==> src/rtl/flash_sector_map.sv <==
module flash_sector_map #(
  parameter int ADDR_W   = 22,
  parameter int SMALL_SH = 12,
  parameter int LARGE_SH = 15,
  parameter int SMALL_N  = 8,
  parameter int WP_N_SEC = 2,
  parameter logic [21:0] BANK_B_BASE = 22'h080000,
  parameter logic [21:0] BANK_C_BASE = 22'h200000,
  parameter logic [21:0] BANK_D_BASE = 22'h380000
) (
  input  logic              clk,
  input  logic              rst_n,
  input  logic [ADDR_W-1:0] addr,
  input  logic              wp_n,
  input  logic              op_start,
  input  logic              op_done,
  input  logic              lock_we,
  input  logic [7:0]        lock_sel,
  input  logic              lock_val,
  output logic [1:0]        bank,
  output logic [7:0]        sector,
  output logic              small_sec,
  output logic              busy,
  output logic [1:0]        busy_bank,
  output logic              read_ok,
  output logic              wr_blocked
);
  localparam int HI_W      = ADDR_W - LARGE_SH;
  localparam int SUB_W     = LARGE_SH - SMALL_SH;
  localparam int LARGE_TOP = (1 << HI_W) - 1;
  localparam int NSEC      = 2 * SMALL_N + LARGE_TOP - 1;
  localparam int HI_BASE   = SMALL_N + LARGE_TOP - 1;

  logic [HI_W-1:0]  hi;
  logic [SUB_W-1:0] sub;
  logic             small_lo, small_hi;
  logic [NSEC-1:0]  lock_q;

  assign hi       = addr[ADDR_W-1:LARGE_SH];
  assign sub      = addr[LARGE_SH-1:SMALL_SH];
  assign small_lo = (hi == '0);
  assign small_hi = (hi == HI_W'(LARGE_TOP));
  assign small_sec = small_lo | small_hi;

  always_comb begin
    if (small_lo)      sector = 8'(sub);
    else if (small_hi) sector = 8'(HI_BASE) + 8'(sub);
    else               sector = 8'(hi) + 8'(SMALL_N - 1);
  end

  always_comb begin
    if (addr < BANK_B_BASE)      bank = 2'd0;
    else if (addr < BANK_C_BASE) bank = 2'd1;
    else if (addr < BANK_D_BASE) bank = 2'd2;
    else                         bank = 2'd3;
  end

  always_ff @(posedge clk) begin
    if (!rst_n) begin
      busy      <= 1'b0;
      busy_bank <= 2'd0;
    end else if (busy) begin
      if (op_done) busy <= 1'b0;
    end else if (op_start) begin
      busy      <= 1'b1;
      busy_bank <= bank;
    end
  end

  generate
    for (genvar s = 0; s < NSEC; s++) begin : g_lock
      always_ff @(posedge clk) begin
        if (!rst_n)
          lock_q[s] <= 1'b0;
        else if (lock_we && lock_sel == 8'(s))
          lock_q[s] <= lock_val;
      end
    end
  endgenerate

  assign read_ok    = !(busy && bank == busy_bank);
  assign wr_blocked = lock_q[sector] |
                      (!wp_n && (sector < 8'(WP_N_SEC) || sector >= 8'(NSEC - WP_N_SEC)));


  sector_range_chk: assert property (@(posedge clk) disable iff (!rst_n)
    sector < 8'(NSEC));

  small_outer_chk: assert property (@(posedge clk) disable iff (!rst_n)
    small_sec |-> (bank == 2'd0 || bank == 2'd3));

  start_capture_chk: assert property (@(posedge clk) disable iff (!rst_n)
    (op_start && !busy) |=> (busy && busy_bank == $past(bank)));

  start_ignored_chk: assert property (@(posedge clk) disable iff (!rst_n)
    (op_start && busy) |=> $stable(busy_bank));

  done_clear_chk: assert property (@(posedge clk) disable iff (!rst_n)
    (busy && op_done) |=> !busy);

  busy_hold_chk: assert property (@(posedge clk) disable iff (!rst_n)
    (busy && !op_done) |=> (busy && $stable(busy_bank)));

  read_gate_chk: assert property (@(posedge clk) disable iff (!rst_n)
    !read_ok |-> (busy && bank == busy_bank));

  lock_write_chk: assert property (@(posedge clk) disable iff (!rst_n)
    (lock_we && lock_sel < 8'(NSEC)) |=> (lock_q[$past(lock_sel)] == $past(lock_val)));

  lock_block_chk: assert property (@(posedge clk) disable iff (!rst_n)
    lock_q[sector] |-> wr_blocked);
endmodule

==> config.mk <==
export PLATFORM = sky130hd
export DESIGN_NAME = flash_sector_map
export DESIGN_NICKNAME = d
export VERILOG_FILES = /design/src/rtl/flash_sector_map.sv
export SDC_FILE = /design/constraint.sdc
export NUM_CORES = 1
export LEC_CHECK = 0
export BUFFER_PORTS_ARGS = -buffer_cell sky130_fd_sc_hd__buf_2
export CAP_MARGIN = 25
export CORE_ASPECT_RATIO = 0.75
export CORE_MARGIN = 2
export CORE_UTILIZATION = 65
export CTS_BUF_LIST = sky130_fd_sc_hd__clkbuf_8
export DETAILED_ROUTE_END_ITERATION = 8
export PLACE_DENSITY_LB_ADDON = 0.15
export SLEW_MARGIN = 25
export SYNTH_ARGS = -nofsm -noshare
export SYNTH_HDL_FRONTEND = slang
export SYNTH_SLANG_ARGS = --single-unit
==> constraint.sdc <==
create_clock -name clk -period 7 [get_ports clk]
set_clock_uncertainty 0.2 [all_clocks]
set_input_delay 1.05 -clock clk [delete_from_list [all_inputs] [get_ports clk]]
set_output_delay 1.05 -clock clk [all_outputs]
set_load 0.005 [all_outputs]
==> metrics.yaml, run 1 <==
status:
  status: "finished clean"
finish:
  stdcell_count: 1205
  nets: 1069
  antenna_cells: 0
  fillers: 1032
  layout-drive-gt1-share_pct: 12.7
  synthToLayoutAreaGrowth_pct: 8.16
synth:
  yosysSeqAreaShare_pct: 35.1
  synth_compound_area_share_pct: 32.7
  netlist_instances: 1038
  synth_top_family_by_area: "compound AO/OA/AOI/OAI gates"
  synth_fa_ha_area_share_pct: 0.605
  synth-edff-count: 0
  yosysUniqueCellTypes: 75
  avgSynthCellArea_um2: 7.97
  yosysWarnings: 0
  synth_area_mm2: 0.00827
  synthesis.nets: 1079
  synthSimpleGateAreaFrac_pct: 20.2
  synth_seq_cells: 145
  ys.flop_type: "dfxtp_1"
  synth_async_sr_flop_share_pct: 0
  synthXorXnorAreaFrac_pct: 0.741
  synth.area.mux_share_pct: 5.40
die:
  io_pins: 53
  die_h_um: 102
  coreArea_mm2: 0.0123
  dieArea_mm2: 0.0136
  rows: 35
  start_util_pct: 67.0
  die_w_um: 134
critical_path:
  cp-startpoint: "addr[15]"
  reg2reg_depth: 3
  cp.arrival_ns: 4.91
  end_kind: "output port"
  r2r_end: "busy_bank[1]"
  worstPathCellList: "buf_2 -> inv_1 -> ha_1 -> or4b_4 -> o22ai_4 -> mux2i_4 -> clkinv_4 -> nor4_1 -> a311oi_1 -> a311oi_1 -> a41oi_1 -> a221oi_1 -> o31ai_1 -> buf_2"
  cp-endpoint: "wr_blocked"
  slowest_stage: "mux2i_4"
  rrSetupSlack_ns: 5.85
  r2r_start: "busy"
  slowest_delay_ns: 0.61
  worstSetupStartpointType: "input port"
  path_max_fanout: 22
  cp.required_ns: 5.75
  crit_type: "in2out"
cts:
  clkTransAtPathRegs_ns: 0.08
  clk_path_buf_depth: 2
  clk_latency_ns: 0.45
  cts_root_buffer: "clkbuf_8"
  cts.htree.levels: 4
  post_cts_buffers: 0
  cts_buffers: 17
  cts_tree: "yes"
  hold_buffers: 0
  clock_sinks: 145
  cts_resized: 0
sta:
  relSlewSlack_pct: 27.5
  fin_setup_tns_ns: 0
  setup_viol: 0
  rsz0062_at_grt: "false"
  tightest_slew_ns: 1.08
  period_needed_ns: 6.16
  finalWorstSetupSlack_ns: 0.839
  drv_slew: 0
  finalCritPeriodShare_pct: 88.0
  max_freq_mhz: 162
  finalHoldViolations: 0
placement:
  place.gp.congestion: 0.963
  pre_cts_slack_ns: 0.934
  dp_cells: 1175
  port_buffers: 40
  dp_hpwl_um: 17800
routing:
  vias: 8610
  drt_first_pass_iters: 6
  wl_um: 28400
  ant_nets: 0
  drt-initial-drc-count: 1222
  wl_per_cell_um: 23.5
  vias_per_cell: 7.15
  drc: 0
hold_path:
  hold_class: "reg2reg"
pwr:
  p_leak_uw: 0.00283
  ir_drop_uv: 184
  total_power_uw: 1830
  pwr_density_cell_mw_per_mm2: 205
global_routing:
  overflow: 0
  first_global_vias: 7847
  grt_max_degree: 131
  grt_usage_pct: 41.9
  antenna_found_initial: 0
  grt_pass1_wl_um: 43600
run:
  maxCapViolCount: 0
==> sequential cells by signal, summed over array words and instances, names as in the netlist <==
name / flops
lock_q: 142
busy: 1
busy_bank: 2
==> stage by stage <==
step / utilization, % / cell area [um^2] / hold slack, ns
global route: 72.4 / 8940 / 0.306
finish: 72.4 / 8940 / 0.283
CTS: 72.3 / 8930 / 0.284
detailed placement: 68.8 / 8500 / 0.273
global placement: 68.8 / 8500 / 0.264
floorplan: - / 8270 / 0.253
==> worst min path at each step <==
stage | start | endpoint | depth (start not counted)
after floorplan | lock_q[126] | lock_q[126] | 2
final | lock_q[41] | lock_q[41] | 2
after CTS | lock_q[41] | lock_q[41] | 2
after global routing | lock_q[107] | lock_q[107] | 2
after detailed placement | lock_q[129] | lock_q[129] | 2
after global placement | lock_q[139] | lock_q[139] | 2
==> final cells by class <==
| class | count | area (um^2) | area share (%) |
|---|---|---|---|
| well taps | 166 | 208 | 2.32 |
| clock inverters | 12 | 185 | 2.07 |
| inverters | 12 | 50.0 | 0.560 |
| clock buffers | 18 | 248 | 2.77 |
| flip-flops and latches | 145 | 2900 | 32.5 |
| multi-input cells | 792 | 4990 | 55.8 |
| repair buffers | 60 | 359 | 4.02 |
==> synth_stat cells (9+ instances only) <==
library cell	instances	area, um^2
mux2i_1	21	210
a21boi_0	148	1110
buf_2	9	45.0
nor3_1	17	85.1
dfxtp_1	145	2900
nand2_1	69	259
nor2b_1	9	56.3
clkbuf_1	70	263
nand3_1	179	896
a21oi_1	15	75.1
a31oi_1	9	56.3
nor2_1	33	124
o21ai_0	163	816
==> routing by layer <==
layer  wire length (um)  track usage (%)
met2              11500             59.6
met5                  0                0
met3               4250             13.2
met1              11500             57.8
met4               1120             20.5
==> report_power, final <==
group | internal, uW | switching [uW] | total, uW
clock network | 396 | 338 | 734
registers | 826 | 1.80 | 828
logic | 80.2 | 193 | 273
==> cells by family (layout without fill, tap and decap cells) <==
group                    after synthesis  after routing
AND/OR/NAND/NOR                      338            338
adder cells (fa/ha/maj)                4              4
flip-flops                           145            145
multiplexers                          35             35
buffers and inverters                101            102
XOR/XNOR                               7              7
AO/OA/AOI/OAI                        408            408
==> cells in the final DEF (no fill, tap or decap), drive strengths merged, types with 4 or more instances in the layout <==
master	Yosys	layout
a31oi	9	9
xnor2	6	6
mux2	7	7
clkinv	2	5
o21ai	164	164
dfxtp	145	145
inv	10	11
a221oi	5	5
bufinv	0	4
nand2b	6	6
a21oi	16	16
clkinvlp	0	4
mux4	6	6
a21boi	148	148
buf	18	60
nor3	17	17
clkbuf	71	18
o22ai	8	8
nand3	179	179
a32oi	7	7
nand2	70	70
nor2b	9	9
a211oi	9	9
mux2i	22	22
nor2	34	34
ha	4	4
o31ai	5	5
==> critical path: cells and delay by family <==
family,cells,cell delay (ns)
adders and majority gates,1,0.19
buffers and inverters,4,0.77
AOI/OAI and AO/OA,6,1.28
muxes,1,0.61
and+or+nand+nor,2,0.99
(Power assumes the default switching activity.)
==> run 2: changes to the inputs <==
- CORE_MARGIN: 2 -> unset
- PLACE_DENSITY: unset -> 0.85
- PLACE_DENSITY_LB_ADDON: 0.15 -> unset
==> run 2 against run 1 <==
Combinational power hardly changed; maximum frequency is 1.1% higher; power is 0.68% lower; via count is 2.3% higher; clock power is 1% lower; critical path type unchanged; largest cell class unchanged; largest power group unchanged; highest routed layer unchanged.
==> metrics.yaml, run 2 (same netlist as run 1, synthesis figures left out) <==
sta:
  setup_viol: 0  # unchanged
  relSlewSlack_pct: 27.1  # -0.48 points
  fin_setup_tns_ns: 0  # unchanged
  holdWs_ns: 0.282  # -0.000999 ns
  finalCritPeriodShare_pct: 87.1  # -0.93 points
  period_needed_ns: 6.10  # -0.0654 ns
  max_freq_mhz: 164  # +1.1%
  finalHoldViolations: 0  # unchanged
  rsz0062_at_grt: "false"
  drv_slew: 0  # unchanged
  tightest_slew_ns: 1.09  # +0.00901 ns
routing:
  drt_first_pass_iters: 7  # +1
  vias_per_cell: 7.30  # +2.1%
  drc: 0  # unchanged
  wl_per_cell_um: 23.1  # -1.7%
  vias: 8806  # +2.3%
  ant_nets: 0  # unchanged
  wl_um: 27900  # -1.5%
  drt-initial-drc-count: 1184  # -3.1%
pwr:
  power_frac_seq_pct: 45.4  # +0.3 points
  p_switching_uw: 530  # -0.46%
  comb_power_share_pct: 14.8  # about the same
  swShare_pct: 29.1  # +0.065 points
  ir_drop_uv: 188  # +2.1%
  p_leak_uw: 0.00284  # +0.41%
  pwr_density_cell_mw_per_mm2: 204  # -0.64%
  p_clk_share_pct: 39.7  # -0.3 points
  p_int_uw: 1290  # -0.77%
hold_path:
  hold_depth: 2  # unchanged
  min_from: "lock_q[65]"
  hold_class: "reg2reg"
  hold_end: "lock_q[65]"
critical_path:
  slowest_delay_ns: 0.53  # -0.08 ns
  r2r_end: "busy_bank[1]"
  path_max_fanout: 21  # -4.5%
  worstSetupStartpointType: "input port"
  crit_family: "compound AO/OA/AOI/OAI gates"
  cp.required_ns: 5.75  # about the same
  r2r_start: "busy"
  critPathBufInv: 5  # +1
  crit_type: "in2out"
  path_depth: 14  # unchanged
  reg2reg_depth: 3  # unchanged
  worstPathCellList: "buf_2 -> inv_1 -> ha_1 -> or4b_4 -> nor2_4 -> a22oi_2 -> buf_4 -> inv_1 -> nand2_1 -> o41a_1 -> a41oi_1 -> a221oi_1 -> o31ai_1 -> buf_2"
  cp.arrival_ns: 4.85  # -0.06 ns
  end_kind: "output port"
  slowest_stage: "or4b_4"
  rrSetupSlack_ns: 5.83  # -0.02 ns
cts:
  clk_path_buf_depth: 2  # unchanged
  clkTransAtPathRegs_ns: 0.08  # about the same
  cts_root_buffer: "clkbuf_8"
  cts.htree.levels: 4  # unchanged
  clk_latency_ns: 0.46  # about the same
  clock_sinks: 145  # unchanged
  post_cts_buffers: 0  # unchanged
  cts_resized: 0  # unchanged
  cts_tree: "yes"
  hold_buffers: 0  # unchanged
  cts_buffers: 17  # unchanged
global_routing:
  grt_max_degree: 133  # +1.5%
  overflow: 0  # unchanged
  antenna_found_initial: 0  # unchanged
  grt_pass1_wl_um: 43700  # +0.38%
  grt_usage_pct: 43.0  # +1.1 points
  first_global_vias: 7968  # +1.5%
finish:
  nets: 1070  # +0.094%
  antenna_cells: 0  # unchanged
  layout-drive-gt1-share_pct: 12.6  # -0.12 points
  finalInstanceArea_mm2: 0.00894  # about the same
  top_regs: "lock_q: 142 flops, busy_bank: 2 flops, busy: 1 flops"
  fillers: 999  # -3.2%
  regMostFlops: "lock_q"
  synthToLayoutAreaGrowth_pct: 8.11  # about the same
  stdcell_count: 1207  # +0.17%
  final_cell_mix: "179 x nand3_1, 163 x o21ai_0, 148 x a21boi_0"
  final_common_cell: "nand3_1"
  largest_reg_flops: 142  # unchanged
die:
  die_h_um: 99.7  # -2.0%
  start_util_pct: 67.0  # unchanged
  rows: 35  # unchanged
  io_pins: 53  # unchanged
  coreArea_mm2: 0.0123  # unchanged
  die_w_um: 132  # -1.5%
  dieArea_mm2: 0.0132  # -3.4%
run:
  maxCapViolCount: 0  # unchanged
placement:
  dpl_cell_area_mm2: 0.00850  # about the same
  dp_cells: 1176  # +0.085%
  port_buffers: 40  # unchanged
  place.gp.congestion: 1.00  # +4.1%
  dp_hpwl_um: 17900  # +0.30%
status:
  status: "finished clean"
run 2: worst max path at each step:
| stage | to | slack (ns) | from |
|---|---|---|---|
| 3_3_place_gp | wr_blocked | 1.0 | addr[15] |
| 3_5_place_dp | wr_blocked | 1.06 | addr[15] |
| 5_1_grt | wr_blocked | 0.82 | addr[15] |
| 2_1_floorplan | wr_blocked | 2.05 | addr[15] |
| 4_1_cts | wr_blocked | 1.06 | addr[15] |
| 6_report | wr_blocked | 0.90 | addr[15] |
run 2: stage by stage:
stage               power, uW  setup slack [ns]  utilization, %
floorplan                1020              2.05               -
global placement         1100              1.00            68.8
detailed placement       1100              1.06            68.8
CTS                      1800              1.06            72.3
global route             1870             0.825            72.4
finish                   1820             0.904            72.4
run 2: routing by layer:
metal / wire, um / part of all wire (%) / track usage [%] / vias up
li1: - / - / - / 3831
met1: 10700 / 38 / 57.9 / 4086
met2: 11300 / 40 / 60.8 / 724
met3: 4350 / 16 / 13.7 / 165
met4: 1620 / 5.8 / 24.1 / 0
met5: 0 / 0 / 0 / -
run 2: layout make-up:
| type | count | area, um^2 | area share (%) |
|---|---|---|---|
| clock buffers | 17 | 234 | 2.62 |
| repair buffers | 61 | 367 | 4.10 |
| multi-input cells | 792 | 4990 | 55.8 |
| clock inverters | 14 | 191 | 2.14 |
| inverters | 12 | 50.0 | 0.560 |
| well taps | 166 | 208 | 2.32 |
| flip-flops and latches | 145 | 2900 | 32.5 |
run 2: power by group through the flow:
stage / registers [uW] / logic [uW] / clock network (uW)
2_1_floorplan: 847 / 172 / 0
3_3_place_gp: 847 / 253 / 0
3_5_place_dp: 847 / 255 / 0
4_1_cts: 828 / 256 / 717
5_1_grt: 828 / 281 / 760
6_report: 828 / 270 / 724
run 2: worst min-delay path, delay by kind of cell (launching register included):
family	cells	cell delay, ns
AO/OA/AOI/OAI	2	0.13
flip-flops	1	0.31
